<file path="src/rtl/bdx_pkg.sv">
package bdx_pkg;
  localparam int OUT_W    = 12;
  localparam int WIDE_W   = 10;
  localparam int NARROW_W = 8;
  localparam int N_COMP   = 3;
  localparam int LINK_W   = 3;

  typedef enum logic [LINK_W-1:0] {
    LINK_OTHER  = 3'd0,
    LINK_HDMI   = 3'd1,
    LINK_DP_SST = 3'd2,
    LINK_DP_MST = 3'd3
  } link_kind_e;

  // Places a W-bit value at the top of an OUT_W word. When fill is set, the
  // vacated bits repeat the value's MSBs cyclically; otherwise they are zero.
  function automatic logic [OUT_W-1:0] widen(input logic [WIDE_W-1:0] x,
                                             input int w, input logic fill);
    logic [OUT_W-1:0] r;
    for (int i = 0; i < OUT_W; i++) begin
      if (i < w)
        r[OUT_W-1-i] = x[w-1-i];
      else
        r[OUT_W-1-i] = fill ? x[w-1-((i-w) % w)] : 1'b0;
    end
    return r;
  endfunction
endpackage

</file>
<file path="src/rtl/bdx_qualify.sv">
module bdx_qualify
  import bdx_pkg::*;
(
  input  logic              en,
  input  logic [LINK_W-1:0] kind,
  output logic              fill_on
);
  logic link_ok;
  always_comb begin
    unique case (kind)
      LINK_HDMI, LINK_DP_SST, LINK_DP_MST: link_ok = 1'b1;
      default:                             link_ok = 1'b0;
    endcase
  end
  assign fill_on = en & link_ok;
endmodule

</file>
<file path="src/rtl/bdx_lane.sv">
module bdx_lane
  import bdx_pkg::*;
(
  input  logic [WIDE_W-1:0] comp_in,
  input  logic              narrow,
  input  logic              fill_on,
  output logic [OUT_W-1:0]  comp_out
);
  logic [OUT_W-1:0] from_wide, from_narrow;
  assign from_wide   = widen(comp_in, WIDE_W, fill_on);
  assign from_narrow = widen({{(WIDE_W-NARROW_W){1'b0}}, comp_in[NARROW_W-1:0]},
                             NARROW_W, fill_on);
  assign comp_out    = narrow ? from_narrow : from_wide;
endmodule

</file>
<file path="src/rtl/bitdepth_expander.sv">
module bitdepth_expander
  import bdx_pkg::*;
(
  input  logic              clk,
  input  logic              rst_n,
  input  logic              exp_en,
  input  logic              exp_mode,
  input  logic [2:0]        link_kind,
  input  logic              in_valid,
  input  logic [9:0]        in_r,
  input  logic [9:0]        in_g,
  input  logic [9:0]        in_b,
  output logic              out_valid,
  output logic [11:0]       out_r,
  output logic [11:0]       out_g,
  output logic [11:0]       out_b
);
  localparam int FILL_WIDE   = OUT_W - WIDE_W;
  localparam int FILL_NARROW = OUT_W - NARROW_W;

  logic                               fill_on;
  logic [N_COMP-1:0][WIDE_W-1:0]      comp_in;
  logic [N_COMP-1:0][OUT_W-1:0]       comp_next;
  logic [N_COMP-1:0][OUT_W-1:0]       comp_q;
  // captured per pixel, for the checks
  logic                               cap_fill, cap_narrow;

  assign comp_in = {in_b, in_g, in_r};

  bdx_qualify u_qual (.en(exp_en), .kind(link_kind), .fill_on(fill_on));

  for (genvar c = 0; c < N_COMP; c++) begin : g_lane
    bdx_lane u_lane (
      .comp_in (comp_in[c]),
      .narrow  (exp_mode),
      .fill_on (fill_on),
      .comp_out(comp_next[c])
    );
  end

  always_ff @(posedge clk) begin
    if (!rst_n) begin
      out_valid  <= 1'b0;
      comp_q     <= '0;
      cap_fill   <= 1'b0;
      cap_narrow <= 1'b0;
    end else begin
      out_valid <= in_valid;
      if (in_valid) begin
        comp_q     <= comp_next;
        cap_fill   <= fill_on;
        cap_narrow <= exp_mode;
      end
    end
  end

  assign out_r = comp_q[0];
  assign out_g = comp_q[1];
  assign out_b = comp_q[2];

  a_r2_valid_follows: assert property (@(posedge clk) disable iff (!rst_n)
    out_valid == $past(in_valid));

  a_r8_hold_when_idle: assert property (@(posedge clk) disable iff (!rst_n)
    !$past(in_valid) |-> $stable(comp_q));

  for (genvar c = 0; c < N_COMP; c++) begin : g_chk
    a_r3_narrow_fill: assert property (@(posedge clk) disable iff (!rst_n)
      (out_valid && cap_fill && cap_narrow) |->
        comp_q[c][FILL_NARROW-1:0] == comp_q[c][OUT_W-1 -: FILL_NARROW]);
    a_r4_wide_fill: assert property (@(posedge clk) disable iff (!rst_n)
      (out_valid && cap_fill && !cap_narrow) |->
        comp_q[c][FILL_WIDE-1:0] == comp_q[c][OUT_W-1 -: FILL_WIDE]);
    a_r6_zero_fill: assert property (@(posedge clk) disable iff (!rst_n)
      (out_valid && !cap_fill) |->
        (cap_narrow ? comp_q[c][FILL_NARROW-1:0] == '0
                    : comp_q[c][FILL_WIDE-1:0] == '0));
  end
endmodule

</file>
<file path="config.mk">
export PLATFORM = sky130hd
export DESIGN_NAME = bitdepth_expander
export DESIGN_NICKNAME = d
export VERILOG_FILES = /design/src/rtl/bdx_pkg.sv /design/src/rtl/bdx_qualify.sv /design/src/rtl/bdx_lane.sv /design/src/rtl/bitdepth_expander.sv
export SDC_FILE = /design/constraint.sdc
export NUM_CORES = 1
export LEC_CHECK = 0
export BUFFER_PORTS_ARGS = -buffer_cell sky130_fd_sc_hd__clkbuf_2
export CELL_PAD_IN_SITES_DETAIL_PLACEMENT = 1
export CELL_PAD_IN_SITES_GLOBAL_PLACEMENT = 1
export CORE_ASPECT_RATIO = 1.25
export CORE_MARGIN = 4
export CORE_UTILIZATION = 34
export DETAILED_ROUTE_END_ITERATION = 7
export HOLD_SLACK_MARGIN = 0.06
export PLACE_DENSITY = 0.78
export SLEW_MARGIN = 5
export SYNTH_ARGS = -nofsm -noshare
export SYNTH_HDL_FRONTEND = slang
export SYNTH_SLANG_ARGS = --single-unit
</file>
<file path="constraint.sdc">
create_clock -name clk -period 0.98 [get_ports clk]
set_input_delay 0.049 -clock clk [delete_from_list [all_inputs] [get_ports clk]]
set_output_delay 0.049 -clock clk [all_outputs]
set_load 0.01 [all_outputs]
</file>
==> impl_results.md, run 1 <==
* Placement Setup Slack at 0.0320 ns
* Clock period minus worst slack at 0.825 ns
* Worst path slowest cell: dfxtp_1
* DRT iter0 DRCs at 51
* CTS max path bufs at 2
* Share of layout cells above drive strength 1 at 33.6%
* Comb power frac at 18.8%
* Vias per cell at 5.03
* Commonest non-fill, non-tap cell in the layout: clkbuf_2
* ANT cells at 0
* Final TNS setup at 0 ns
* Most frequent cells in the layout: 74 x clkbuf_2, 37 x dfxtp_1, 30 x mux2i_1
* CTS H-tree depth at 2
* Post-Syn Instances at 184
* Largest net degree at the start of global routing at 36
* Site row count at 28
* Syn nets at 222
* Syn_area_per_cell at roughly 9.4 um2
* Sw frac at 27.1%
* IO Pins at 75
* Global-route wire length before repair at 8.04 mm
* Worst-path cell chain: clkbuf_2
* Synth unique cells at 24
* Clock share of power at a little under a third
* Port-buffer cells at 74
* WL/cell at about 16 um
* Crit path required time at approximately 0.93 ns
* RSZ-0062 raised after global routing: no
* Crit path kind: reg -> out
* 1st-pass router iterations at 4
* Status: finished, final reports clean
* Worst Path Max Fanout at 2
* Post-synth EDFFs at 0
* Post-CTS Setup Inserts at 0
* CTS tree: yes
* DRC at 0
* CP startpoint kind: flip-flop
* Crit path DAT at between 0.7 and 0.8 ns
* Gr ovfl total at 0
* Post-Layout Cell Count at 319
* Fin. max-slew vios at 0
* Crit end category: output pin
* Worst-margin pin slew at 0.278 ns
* Fmax at 1.21 GHz
* Synth Warn # at 0
* Clock-pin slew on the worst setup and hold paths at 0.07 ns
* Routability cong. at about 0.75
* Initial Util at 35.7%
* Worst Skew at 0 ns
* CP peak stage delay at between 0.3 and 0.4 ns
* Crit-path leading delay family: flip-flops
* Crit path buf inv count at 1
* Placed Cells incl. Taps at 309
* Total power at 3.28 mW
* Seq cells post-synth at 37
* Clock Latency Late Sink at between 0.2 and 0.3 ns
* Net Sw Power at 891 uW
* Final worst slack at approximately 0.15 ns
* Total Routing Usage GR at 16.4%
* PwrDens at around 1500 nW/um2
* Post-synthesis sequential area ratio at a little over two fifths
* Die Wd at 71.7 um
* Final core occ at 46.2%
* Layout area overhead at 29.3%
* Clock root buffer: clkbuf_8
* Vias at 1606
* Vias in the first global route at ~1700
* Sequential Power Share at 50.3%
* WL final at a little under 5 mm
* Worst vdd ir at ~630 uV
* Max cap viols at 0
* Die area at 6290 um2
* Core box area at 4830 um2
* Primary FF master, synth: dfxtp_1
* Final setup violating endpoints at 0
* Hold Vio Cnt, Final at 0
* Static leakage at 1.16 nW
* Remaining antenna violation count at 0
* TritonCTS Sinks at 37
* Worst hold path type: in -> reg
* Fill count at 615
* CTS Buf Count at 5
* Initial antenna violation count at 0
* Async set or reset register ratio after synthesis at 0%
* Final net count at 296
* Die Y-Extent at around 88 um
* Rel. slew slack at roughly 80%
* Period utilization at 84.2%
* Hpwl dp at 3.88 mm
* Synthesized area at 1730 um2
* Internal cell power at 2.39 mW
cells by family after synthesis:
group | share of synthesized area [%]
buffers and inverters | 7.03
multiplexers | 17.4
AND/OR/NAND/NOR | 12.0
AO/OA/AOI/OAI | 20.7
flip-flops | 42.9
stage by stage:
step	instance area, um2	hold slack, ns
6_report	2230	0.0812
5_1_grt	2230	0.0960
4_1_cts	2230	0.0766
3_5_place_dp	2130	0.353
3_3_place_gp	2130	0.339
2_1_floorplan	1730	0.187
worst paths after layout:
path                                from  endpoint  slack, ns  cells after the start
worst max-delay path            out_r[9]  out_r[9]       0.15                      1
worst min-delay path             in_b[9]  out_b[1]       0.08                      3
worst max register to register  out_r[2]  out_r[2]       0.26                      3
worst min register to register  out_b[1]  out_b[1]       0.46                      2
flip-flops by register name, summed over array words and instances (netlist names):
signal / cells
out_r: 12
out_valid: 1
out_g: 12
out_b: 12
final cells by class:
type	count	area, um2	share of cell area, %
flip-flops and latches	37	741	33.2
clock buffers	8	80.1	3.59
multi-input cells	130	865	38.7
repair buffers	83	468	21.0
well taps	60	75.1	3.36
inverters	1	3.75	0.168
synth_stat cells, drive strengths merged (4+ instances only):
master / count / share of area, %
o21ai: 18 / 5.2
nand4: 6 / 2.2
buf: 12 / 5.9
nand2: 19 / 4.1
mux2i: 30 / 17
nor2: 11 / 2.4
clkbuf: 4 / 0.87
o211a: 12 / 7.0
nand2b: 5 / 1.8
o21a: 6 / 2.6
a21oi: 17 / 4.9
dfxtp: 37 / 43
per-layer routing:
metal	global-route usage [%]	vias to the layer above	wire length [um]
met5	0	-	0
met1	19.4	752	2090
met4	8.21	0	136
li1	-	798	-
met2	28.2	45	2520
met3	3.10	11	217
power groups by stage:
| stage | clock network, mW | logic, mW | registers (mW) |
|---|---|---|---|
| final | 1.01 | 0.618 | 1.65 |
| after global routing | 1.10 | 0.686 | 1.66 |
| after CTS | 1.05 | 0.629 | 1.65 |
| after detailed placement | 0 | 0.619 | 1.69 |
| after global placement | 0 | 0.608 | 1.68 |
| after floorplan | 0 | 0.313 | 1.72 |
timing repair:
action	4_1_cts	5_1_grt
hold buffers	2	0
endpoints found under the hold margin	2	0
gates resized for setup	0	0
No activity file was read; power rests on OpenSTA's default activity.
==> inputs of run 2 (changes only) <==
--- a/config.mk
+++ b/config.mk
@@ -5,12 +5,13 @@
 export SDC_FILE = /design/constraint.sdc
 export NUM_CORES = 1
 export LEC_CHECK = 0
+export ABC_AREA = 1
 export BUFFER_PORTS_ARGS = -buffer_cell sky130_fd_sc_hd__clkbuf_2
 export CELL_PAD_IN_SITES_DETAIL_PLACEMENT = 1
 export CELL_PAD_IN_SITES_GLOBAL_PLACEMENT = 1
 export CORE_ASPECT_RATIO = 1.25
 export CORE_MARGIN = 4
-export CORE_UTILIZATION = 34
+export CORE_UTILIZATION = 33
 export DETAILED_ROUTE_END_ITERATION = 7
 export HOLD_SLACK_MARGIN = 0.06
 export PLACE_DENSITY = 0.78
==> constraint.sdc (replaced) <==
create_clock -name clk -period 0.8 [get_ports clk]
set_input_delay 0.04 -clock clk [delete_from_list [all_inputs] [get_ports clk]]
set_output_delay 0.04 -clock clk [all_outputs]
set_load 0.01 [all_outputs]
==> impl_results.md, run 2 <==
* Die Wd at 74.1 um (was 71.7 um)
* Cells on worst reg2reg path at 4 (was 3)
* Metal3 WL at 275 um (was 217 um)
* Clock-pin slew on the worst setup and hold paths at 0.08 ns (was 0.07 ns)
* Period utilization at 102%
* Reg-to-Reg Start: out_b[3] (was out_r[2])
* Final setup violating endpoints at 1 (was 0)
* Gr ovfl total at 0 (unchanged)
* Crit path kind: reg -> out (unchanged)
* Largest cells by area after synthesis: dfxtp_1 41%, nand2_1 13%, a21oi_1 6.9% (was dfxtp_1 43%, mux2i_1 17%, o211a_1 7.0%)
* CTS Buf Count at 5 (unchanged)
* 1st-pass router iterations at 4 (unchanged)
* Crit path buf inv count at 1 (unchanged)
* CTS tree: yes (unchanged)
* CTS max path bufs at 2 (unchanged)
* Endpoint of the lowest-slack register-to-register path: out_b[3] (was out_r[2])
* WL final at 6.59 mm (was 4.96 mm)
* Synthesized area at 1800 um2 (was 1730 um2)
* Hold Vio Cnt, Final at 0 (unchanged)
* TritonCTS Sinks at 37 (unchanged)
* Global-route wire length before repair at 10.4 mm (was 8.04 mm)
* Post-Layout Cell Count at 393 (was 319)
* Synth unique cells at 20 (was 24)
* Seq cells post-synth at 37 (unchanged)
* Worst path slowest cell: dfxtp_2 (was dfxtp_1)
* Primary FF master, synth: dfxtp_1 (unchanged)
* Synth top area share at 41.1% (was 42.9%)
* Worst Skew at 0 ns (unchanged)
* Hold endpoint: out_b[10] (was out_b[1])
* Die Y-Extent at 90.6 um (was 87.7 um)
* Syn_area_per_cell at 7.60 um2 (was 9.38 um2)
* Async set or reset register ratio after synthesis at 0% (unchanged)
* Placed Cells incl. Taps at 369 (was 309)
* Hold path cells at 3 (unchanged)
* Crit end category: output pin (unchanged)
* Layout area overhead at 57.2% (was 29.3%)
* Initial antenna violation count at 0 (unchanged)
* Top layer in use: met4 (unchanged)
* Crit path DAT at 0.77 ns (was 0.78 ns)
* Clock Latency Late Sink at 0.29 ns (was 0.28 ns)
* Most frequent cells in the layout: 63 x nand2_1, 37 x dfxtp_2, 33 x clkbuf_2 (was 74 x clkbuf_2, 37 x dfxtp_1, 30 x mux2i_1)
* Worst-margin pin slew at 0.360 ns (was 0.278 ns)
* Vias in the first global route at 2159 (was 1691)
* PwrDens at 1600 nW/um2 (was 1470 nW/um2)
* Storage element area at 787 um2 (was 741 um2)
* WL/cell at 16.8 um (was 15.6 um)
* Clock period minus worst slack at approximately 0.81 ns
* Vias per cell at 4.99 (was 5.03)
* Syn nets at 275 (was 222)
* ANT cells at 0 (unchanged)
* Port-buffer cells at 74 (unchanged)
* Crit. Startpoint: out_r[8] (was out_r[9])
* Vias at 1960 (was 1606)
* Final net count at 368 (was 296)
* Synth Warn # at 0 (unchanged)
* Max cap viols at 0 (unchanged)
* Site row count at 29 (was 28)
* CTS H-tree depth at 2 (unchanged)
* Share of layout cells above drive strength 1 at 47.4% (was 33.6%)
* Crit path required time at 0.76 ns (was 0.93 ns)
* Failing checks: negative setup slack
* Fin. max-slew vios at 0 (unchanged)
* Total Routing Usage GR at 20.0% (was 16.4%)
* Largest net degree at the start of global routing at 24 (was 36)
* DRC at 0 (unchanged)
* Top cells by count, synth: 64 x nand2_1, 37 x dfxtp_1, 25 x a21oi_1 (was 37 x dfxtp_1, 30 x mux2i_1, 19 x nand2_1)
* Count leader, synth: nand2_1 (was dfxtp_1)
* Multi-input gate area at 850 um2 (was 865 um2)
* Crit-path leading delay family: flip-flops (unchanged)
* Clock root buffer: clkbuf_8 (unchanged)
* Metal2 WL at 3.42 mm (was 2.52 mm)
* Post-synthesis sequential area ratio at 41.1% (was 42.9%)
* Worst-path cell chain: buf_6 (was clkbuf_2)
* Rel. slew slack at 76.0% (was 81.5%)
* DRT iter0 DRCs at 69 (was 51)
* Status: finished with violations (was finished, final reports clean)
* Total power at 4.53 mW (was 3.28 mW)
* Fill count at 644 (was 615)
* Routability cong. at 0.806 (was 0.752)
* CP startpoint kind: flip-flop (unchanged)
* HP Start: in_b[8] (was in_b[9])
* Area leader, netlist: dfxtp_1 (unchanged)
* Remaining antenna violation count at 0 (unchanged)
* Initial Util at 34.7% (was 35.7%)
* Final worst slack at -0.0128 ns (was 0.155 ns)
* Die area at 6710 um2 (was 6290 um2)
* Post-synth EDFFs at 0 (unchanged)
* Worst vdd ir at 860 uV (was 633 uV)
* CP peak stage delay at 0.37 ns (was 0.35 ns)
* Worst hold path type: in -> reg (unchanged)
* RSZ-0062 raised after global routing: yes (was no)
* Post-Route M1 WL at 2.67 mm (was 2.09 mm)
* Internal reg-to-reg setup slack at 0.05 ns (was 0.26 ns)
* IO Pins at 75 (unchanged)
* Commonest non-fill, non-tap cell in the layout: nand2_1 (was clkbuf_2)
* Post-Syn Instances at 237 (was 184)
* Core box area at 5190 um2 (was 4830 um2)
* Static leakage at 1.39 nW (was 1.16 nW)
* Hpwl dp at 4.54 mm (was 3.88 mm)
* Worst Path Max Fanout at 2 (unchanged)
* Fmax at 1.23 GHz
## run 2: cell count changes after synthesis, moves of 8 or more
cell,change
nand2_1,+45
mux2i_1,-30
inv_1,+22
nand3_1,+15
o211a_1,-12
a21oi_2,+10
nand3_2,+10
o211ai_1,+9
a21oi_1,+8
nor2_1,-8
## run 2: per-stage QoR
stage               setup slack (ns)  utilization (%)  hold slack, ns  TNS [ns]  area (um2)
finish                       -0.0128             54.6          0.0377   -0.0128        2830
global route                 -0.0291             54.6          0.0655    -0.100        2830
CTS                          -0.0210             51.1          0.0254    -0.105        2650
detailed placement            -0.101             44.1           0.297     -1.68        2290
global placement             -0.0800             44.1           0.293     -1.12        2290
floorplan                     0.0331                -           0.178         0        1800
## run 2: worst max-delay path by stage
stage / endpoint / slack, ns / cells after the start
3_5_place_dp: out_r[1] / -0.10 / 5
3_3_place_gp: out_r[1] / -0.08 / 4
6_report: out_r[8] / -0.01 / 1
5_1_grt: out_r[2] / -0.03 / 5
4_1_cts: out_r[8] / -0.02 / 1
2_1_floorplan: out_b[0] / 0.03 / 4
## run 2: power by group
part           switching, mW  leakage, nW  total [mW]  internal [mW]
registers             0.0798        0.318        2.05           1.97
logic                  0.507         1.02        1.01          0.506
clock network          0.684       0.0542        1.46          0.779
## run 2: cell type report
| class | count | share of cell area [%] |
|---|---|---|
| clock inverters | 1 | 0.177 |
| inverters | 25 | 3.31 |
| flip-flops and latches | 37 | 27.8 |
| multi-input cells | 157 | 30.0 |
| clock buffers | 7 | 3.40 |
| repair buffers | 104 | 32.6 |
| well taps | 62 | 2.74 |
## run 2: per-layer routing
metal | up-vias | track usage, %
met4 | 0 | 9.82
met2 | 56 | 34.5
li1 | 966 | -
met3 | 15 | 2.78
met1 | 923 | 23.3
met5 | - | 0
## run 2: what timing repair did
item	in CTS	in global routing
pin swaps	0	4
buffers inserted	1	1
setup endpoints to repair	35	45
gates resized for setup	36	72
endpoints found under the hold margin	14	0
hold buffers	20	0
## run 2: kinds of logic (layout without fill, tap and decap cells)
logic type             count (synthesis)  in the layout  synth area share [%]
AOI/OAI and AO/OA                     61             61                  20.5
buffers and inverters                 43            137                  12.4
DFF                                   37             37                  41.1
and+or+nand+nor                       96             96                  26.0
